File: config.mk
export PLATFORM = sky130hd
export DESIGN_NAME = vsup_ctrl
export DESIGN_NICKNAME = d
export VERILOG_FILES = /design/src/rtl/vsup_pkg.sv /design/src/rtl/vsup_sync.sv /design/src/rtl/vsup_stop_gate.sv /design/src/rtl/vsup_ctrl.sv
export SDC_FILE = /design/constraint.sdc
export NUM_CORES = 1
export LEC_CHECK = 0
export BUFFER_PORTS_ARGS = -buffer_cell sky130_fd_sc_hd__clkbuf_2
export CAP_MARGIN = 20
export CORE_UTILIZATION = 40
export CTS_CLUSTER_SIZE = 24
export DETAILED_ROUTE_END_ITERATION = 6
export PLACE_DENSITY_LB_ADDON = 0.25
export SLEW_MARGIN = 25
export SYNTH_ARGS = -nofsm -noshare
export SYNTH_HDL_FRONTEND = slang
export SYNTH_SLANG_ARGS = --single-unit
export TNS_END_PERCENT = 1
File: constraint.sdc
create_clock -name clk -period 1.8 [get_ports clk]
set_input_delay 0.36 -clock clk [delete_from_list [all_inputs] [get_ports clk]]
set_output_delay 0.36 -clock clk [all_outputs]
set_load 0.005 [all_outputs]
File: src/rtl/vsup_pkg.sv
package vsup_pkg;
    localparam int unsigned NCMP      = 5;
    localparam int unsigned IDX_POR   = 0;
    localparam int unsigned IDX_DETLO = 1;
    localparam int unsigned IDX_DETHI = 2;
    localparam int unsigned IDX_WRNLO = 3;
    localparam int unsigned IDX_WRNHI = 4;
    localparam int unsigned STOP_W    = 2;

    localparam logic [STOP_W-1:0] STOP_RUN = 2'b00;
    localparam logic [STOP_W-1:0] STOP_1   = 2'b01;
    localparam logic [STOP_W-1:0] STOP_2   = 2'b10;
    localparam logic [STOP_W-1:0] STOP_3   = 2'b11;

    typedef enum logic [1:0] {
        ST_RUN      = 2'd0,
        ST_HOLD_POR = 2'd1,
        ST_HOLD_DET = 2'd2
    } vsup_state_e;

    typedef struct packed {
        vsup_state_e state;
        logic        src_por;
        logic        src_lvd;
        logic        evt;
        logic        warn;
    } vsup_regs_t;
endpackage

File: src/rtl/vsup_sync.sv
module vsup_sync #(
    parameter int unsigned WIDTH   = 5,
    parameter int unsigned STAGES  = 2,
    parameter logic [WIDTH-1:0] RST_VAL = '1
) (
    input  logic             clk,
    input  logic             rst_n,
    input  logic [WIDTH-1:0] async_i,
    output logic [WIDTH-1:0] sync_o
);
    logic [WIDTH-1:0] chain_q [STAGES];

    generate
        for (genvar g = 0; g < STAGES; g++) begin : g_stage
            always_ff @(posedge clk or negedge rst_n) begin
                if (!rst_n) begin
                    chain_q[g] <= RST_VAL;
                end else if (g == 0) begin
                    chain_q[g] <= async_i;
                end else begin
                    chain_q[g] <= chain_q[(g == 0) ? 0 : g-1];
                end
            end
        end
    endgenerate

    assign sync_o = chain_q[STAGES-1];
endmodule

File: src/rtl/vsup_stop_gate.sv
module vsup_stop_gate
    import vsup_pkg::*;
(
    input  logic              det_en_i,
    input  logic              stop_arm_i,
    input  logic [STOP_W-1:0] stop_req_i,
    output logic              stop_ok_o
);
    logic deep_req;
    logic refuse;

    always_comb begin
        deep_req  = (stop_req_i == STOP_1) || (stop_req_i == STOP_2);
        refuse    = det_en_i && stop_arm_i && deep_req;
        stop_ok_o = (stop_req_i != STOP_RUN) && !refuse;
    end
endmodule

File: src/rtl/vsup_ctrl.sv
module vsup_ctrl
    import vsup_pkg::*;
#(
    parameter int unsigned SYNC_STAGES = 2
) (
    input  logic              clk,
    input  logic              rst_n,
    input  logic              below_por_i,
    input  logic              below_det_lo_i,
    input  logic              below_det_hi_i,
    input  logic              below_warn_lo_i,
    input  logic              below_warn_hi_i,
    input  logic              det_en_i,
    input  logic              det_sel_hi_i,
    input  logic              rst_en_i,
    input  logic              irq_en_i,
    input  logic              stop_arm_i,
    input  logic              warn_sel_hi_i,
    input  logic [STOP_W-1:0] stop_req_i,
    input  logic              evt_ack_i,
    input  logic              src_clr_i,
    output logic              chip_rst_o,
    output logic              src_por_o,
    output logic              src_lvd_o,
    output logic              evt_flag_o,
    output logic              irq_o,
    output logic              warn_o,
    output logic              stop_ok_o
);
    logic [NCMP-1:0] cmp_raw;
    logic [NCMP-1:0] cmp_s;
    logic            below_det;
    logic            below_warn;
    logic            det_live;
    logic            evt_cond;
    vsup_regs_t      r_d, r_q;

    assign cmp_raw = {below_warn_hi_i, below_warn_lo_i, below_det_hi_i,
                      below_det_lo_i, below_por_i};

    vsup_sync #(
        .WIDTH   (NCMP),
        .STAGES  (SYNC_STAGES),
        .RST_VAL ({NCMP{1'b1}})
    ) sync_i (
        .clk     (clk),
        .rst_n   (rst_n),
        .async_i (cmp_raw),
        .sync_o  (cmp_s)
    );

    vsup_stop_gate gate_i (
        .det_en_i   (det_en_i),
        .stop_arm_i (stop_arm_i),
        .stop_req_i (stop_req_i),
        .stop_ok_o  (stop_ok_o)
    );

    always_comb begin
        below_det  = det_sel_hi_i  ? cmp_s[IDX_DETHI] : cmp_s[IDX_DETLO];
        below_warn = warn_sel_hi_i ? cmp_s[IDX_WRNHI] : cmp_s[IDX_WRNLO];
        det_live   = det_en_i && (!stop_ok_o || stop_arm_i);
        evt_cond   = det_live && irq_en_i && !rst_en_i && below_det;

        r_d      = r_q;
        r_d.warn = 1'b0;
        if (src_clr_i) begin
            r_d.src_por = 1'b0;
            r_d.src_lvd = 1'b0;
        end

        case (r_q.state)
            ST_RUN: begin
                if (det_live && rst_en_i && below_det) begin
                    r_d.state   = ST_HOLD_DET;
                    r_d.src_lvd = 1'b1;
                    r_d.src_por = 1'b0;
                    r_d.evt     = 1'b0;
                end else begin
                    r_d.evt  = evt_cond || (r_q.evt && !evt_ack_i);
                    r_d.warn = below_warn && !below_det;
                end
            end
            ST_HOLD_POR: begin
                r_d.evt = 1'b0;
                if (!cmp_s[IDX_POR] && !cmp_s[IDX_DETLO]) begin
                    r_d.state = ST_RUN;
                end
            end
            ST_HOLD_DET: begin
                r_d.evt = 1'b0;
                if (!below_det) begin
                    r_d.state = ST_RUN;
                end
            end
            default: r_d.state = ST_HOLD_POR;
        endcase

        if (cmp_s[IDX_POR]) begin
            r_d.state   = ST_HOLD_POR;
            r_d.src_por = 1'b1;
            r_d.src_lvd = 1'b1;
            r_d.evt     = 1'b0;
            r_d.warn    = 1'b0;
        end
    end

    always_ff @(posedge clk or negedge rst_n) begin
        if (!rst_n) begin
            r_q <= '{state: ST_HOLD_POR, src_por: 1'b1, src_lvd: 1'b1,
                     evt: 1'b0, warn: 1'b0};
        end else begin
            r_q <= r_d;
        end
    end

    assign chip_rst_o = (r_q.state != ST_RUN);
    assign src_por_o  = r_q.src_por;
    assign src_lvd_o  = r_q.src_lvd;
    assign evt_flag_o = r_q.evt;
    assign irq_o      = r_q.evt && irq_en_i;
    assign warn_o     = r_q.warn;

    // a synchronized power-on level yields reset with both source flags
    p_por_flags_r1: assert property (@(posedge clk) disable iff (!rst_n)
        cmp_s[IDX_POR] |=> (chip_rst_o && src_por_o && src_lvd_o));

    // leaving a power-on hold needs the low detect level clear
    p_por_release_r2: assert property (@(posedge clk) disable iff (!rst_n)
        (r_q.state == ST_HOLD_POR && cmp_s[IDX_DETLO]) |=> chip_rst_o);

    // a detect hold persists while the selected level is low
    p_det_hold_r3: assert property (@(posedge clk) disable iff (!rst_n)
        (r_q.state == ST_HOLD_DET && below_det) |=> (chip_rst_o && src_lvd_o));

    // a new event only follows an interrupt-mode configuration
    p_evt_cfg_r4: assert property (@(posedge clk) disable iff (!rst_n)
        $rose(evt_flag_o) |-> $past(irq_en_i && !rst_en_i && det_en_i));

    // acknowledge never drops the flag while the condition persists
    p_ack_sticky_r5: assert property (@(posedge clk) disable iff (!rst_n)
        (evt_flag_o && evt_ack_i && evt_cond && !cmp_s[IDX_POR]) |=> evt_flag_o);

    // deep stop refused while armed detector is enabled
    p_stop_block_r7: assert property (@(posedge clk) disable iff (!rst_n)
        (det_en_i && stop_arm_i && stop_req_i != STOP_3) |-> !stop_ok_o);

    // warning is never reported during reset
    p_warn_run_r8: assert property (@(posedge clk) disable iff (!rst_n)
        warn_o |-> !chip_rst_o);
endmodule

==> impl_metrics.csv <==
group,metric,value,unit
logic_synthesis,synth.cell_area,687,sq um
floorplan,dieArea,0.00189,sq mm
placed_design,pre_cts_ws,104,ps
final_layout,n_fill_cell,141,
run_status,status,"finished, violations left",
logic_synthesis,synth_edf_count,0,
timing,maxSlewHeadroom,0.759,
detailed_routing,drt_wl_total,1.12,mm
power,comb_power_share,0.125,
logic_synthesis,synth_area_leaders,"dfstp_2, dfrtp_1, ha_1",
logic_synthesis,ys_seq_elements,16,
worst_setup_path,critical_path_required,1440,ps
timing,finalCritPeriodShare,0.943,
power,power.density,778,mW/mm^2
worst_setup_path,end_kind,"primary output",
floorplan,start_util,0.441,
grt,grt_max_degree,17,
worst_setup_path,reg2reg_to,"evt_flag_o$_DFFE_PN0P_",
timing,finClkSkew,3.02,ps
flow_run,max_cap_violations,0,
timing,post-route-worst-setup-slack,102,ps
grt,grt_overflow_total,0,
worst_setup_path,cpPeakStageDelay,550,ps
detailed_routing,drc,4,
logic_synthesis,yosysWarnings,0,
timing,finalHoldViolations,0,
floorplan,die_w,43.4,um
logic_synthesis,synth_top_area_cell,"dfstp_2",
logic_synthesis,synth_flop_cell,"dfstp_2",
clock_tree,clock_latency,280,ps
detailed_routing,firstDrtPassIters,6,
final_layout,seq_area,417,sq um
worst_setup_path,slowest_stage,"dfstp_2",
power,leakage,0.000423,uW
final_layout,fin_cells,99,
timing,slew_violations,0,
timing,fmax,589,MHz
logic_synthesis,synth_common_cells,"dfstp_2, inv_1, ha_1",
placed_design,dp_hpwl,901,um
logic_synthesis,yosys.area.top_type_share,0.497,
min_path,hold_depth,1,
grt,antenna_found_initial,0,
worst_setup_path,rr_startpoint,"r_q[4]$_DFFE_PN1P_",
final_layout,drive_gt1_frac,0.506,
final_layout,layout.nets,106,
clock_tree,clock_tree.buffer_depth,2,
min_path,hold_end,"sync_i.chain_q[8]$_DFF_PN1_",
detailed_routing,dr.first_iter.drc_count,13,
worst_setup_path,crit_fanout,3,
worst_setup_path,path_class,"reg2out",
worst_setup_path,path_buf_inv,3,
run_status,violations,"DRC",
power,power.share.switching,0.228,
detailed_routing,routedWlPerCell,11.3,um
power,p_switching,154,uW
min_path,min_path_type,"in2reg",
clock_tree,clock_sinks,16,
floorplan,io_pins,24,
grt,grt_pass1_vias,501,
power,power_frac_seq,0.597,
logic_synthesis,syn_nets,76,
worst_setup_path,cp-start-kind,"flip-flop",
worst_setup_path,arrival,1340,ps
floorplan,die_h,43.4,um
worst_setup_path,cp_cell_sequence,"inv_1 -> ha_1 -> inv_1 -> clkbuf_2",
floorplan,rows,14,
final_layout,multiInputGateArea,244,sq um
final_layout,syn2layout_area_growth,26.0,%
detailed_routing,vias,513,
logic_synthesis,synth.most_common_cell,"dfstp_2",
clock_tree,cts_buffers,3,
placed_design,placedCellCount,94,
logic_synthesis,ys_types,24,
power,internal-power,520,uW
detailed_routing,ant_nets,0,
logic_synthesis,synth_seq_area_share,0.607,
floorplan,core-area,0.00156,sq mm
placed_design,gp_routability_congestion,0.798,
clock_tree,cts_tree,"built",
final_layout,diodes,0,
clock_tree,htreeDepth,1,
timing,fin_crit,1700,ps
worst_setup_path,rrSetupSlack,150,ps
power,clkPwrFrac,0.278,
worst_setup_path,cp.depth,4,
clock_tree,clk_pin_slew,80,ps
worst_setup_path,crit_top_cell,"inv_1",
grt,grt_pass1_wl,2.02,mm
timing,rsz0062_at_grt,"false",
logic_synthesis,syn_inst,54,
detailed_routing,viasPerCell,5.18,
logic_synthesis,async_flop_share,1.00,
worst_setup_path,reg2regPathDepth,4,
grt,track_usage,0.152,
clock_tree,root_buffer,"clkbuf_4",
timing,tightest_slew,361,ps
timing,timing.setup.tns,0,ps
placed_design,portBuffers,23,
worst_setup_path,cp_top_family,"flip-flops",
timing,setup_violations,0,
logic_synthesis,syn_area_per_cell,12.7,sq um
min_path,hp-start,"below_warn_lo_i",
power,irDropWorstVdd,0.492,mV
[worst reg2reg max path, stage by stage, from the launching register on]
cell     delay [ps]
dfstp_2         550
inv_1            70
ha_1            300
or4_1           530
a21oi_1         150
[power groups by stage]
stage / Sequential (uW) / Combinational (uW) / Clock [uW]
CTS: 402 / 84.8 / 202
global placement: 407 / 81.3 / 0
global route: 405 / 96.4 / 215
detailed placement: 408 / 82.7 / 0
finish: 402 / 84.3 / 187
floorplan: 406 / 37.2 / 0
[worst max-delay path by stage]
| stage | from | endpoint | slack (ps) |
|---|---|---|---|
| detailed placement | r_q[4]$_DFFE_PN1P_ | r_q[4]$_DFFE_PN1P_ | 100 |
| global placement | r_q[4]$_DFFE_PN1P_ | r_q[4]$_DFFE_PN1P_ | 140 |
| floorplan | r_q[4]$_DFFE_PN1P_ | r_q[4]$_DFFE_PN1P_ | 120 |
| global route | r_q[4]$_DFFE_PN1P_ | chip_rst_o | 5 |
| finish | r_q[4]$_DFFE_PN1P_ | chip_rst_o | 100 |
| CTS | r_q[4]$_DFFE_PN1P_ | r_q[4]$_DFFE_PN1P_ | 90 |
[per-layer routing]
layer,share of wire,track usage
met5,0,0
met4,0.023,0.113
met3,0.029,0.0375
met2,0.51,0.233
met1,0.43,0.187
[flip-flops by register name, indices dropped and copies added (netlist names)]
name,count
src_lvd_o,1
src_por_o,1
warn_o,1
r_q,2
sync_i.sync_o,5
evt_flag_o,1
sync_i.chain_q,5
[metrics by stage]
stage / area, sq um / hold WS (ps) / total power (uW) / util
2_1_floorplan: 687 / 64.4 / 443 / -
3_3_place_gp: 830 / 292 / 488 / 0.532
3_5_place_dp: 830 / 291 / 491 / 0.532
4_1_cts: 866 / 136 / 689 / 0.555
5_1_grt: 866 / 131 / 716 / 0.555
6_report: 866 / 151 / 674 / 0.555
[timing repair]
action,in CTS,in global routing
resized for setup,0,1
hold endpoints to repair,3,0
hold buffers,1,0
setup buffers,0,0
endpoints found under the setup margin,0,1
[cell families (layout without fill, tap and decap cells)]
kind of cell / Yosys count / in the layout / synth area share
adders and majority gates: 5 / 5 / 0.0911
DFF: 16 / 16 / 0.607
muxes: 2 / 2 / 0.0346
buffers and inverters: 7 / 36 / 0.0383
AOI/OAI and AO/OA: 12 / 12 / 0.122
and+or+nand+nor: 12 / 12 / 0.107
[cells in the final DEF, fill, tap and decap left out, types with 2 or more instances in the layout]
cell,instances
a21oi_1,2
a31oi_1,2
clkbuf_2,23
clkbuf_4,3
dfrtp_1,3
dfstp_2,13
ha_1,5
inv_1,7
nand2_1,4
o211ai_1,2
o21ai_1,2
[area by class of cell]
cell class	instances	share of cell area
inverter	7	0.0303
timing repair buffer	25	0.153
sequential	16	0.481
multi-input combinational	31	0.282
tap	16	0.0231
clock buffer	4	0.0303
No activity file was read; power rests on OpenSTA's default activity.
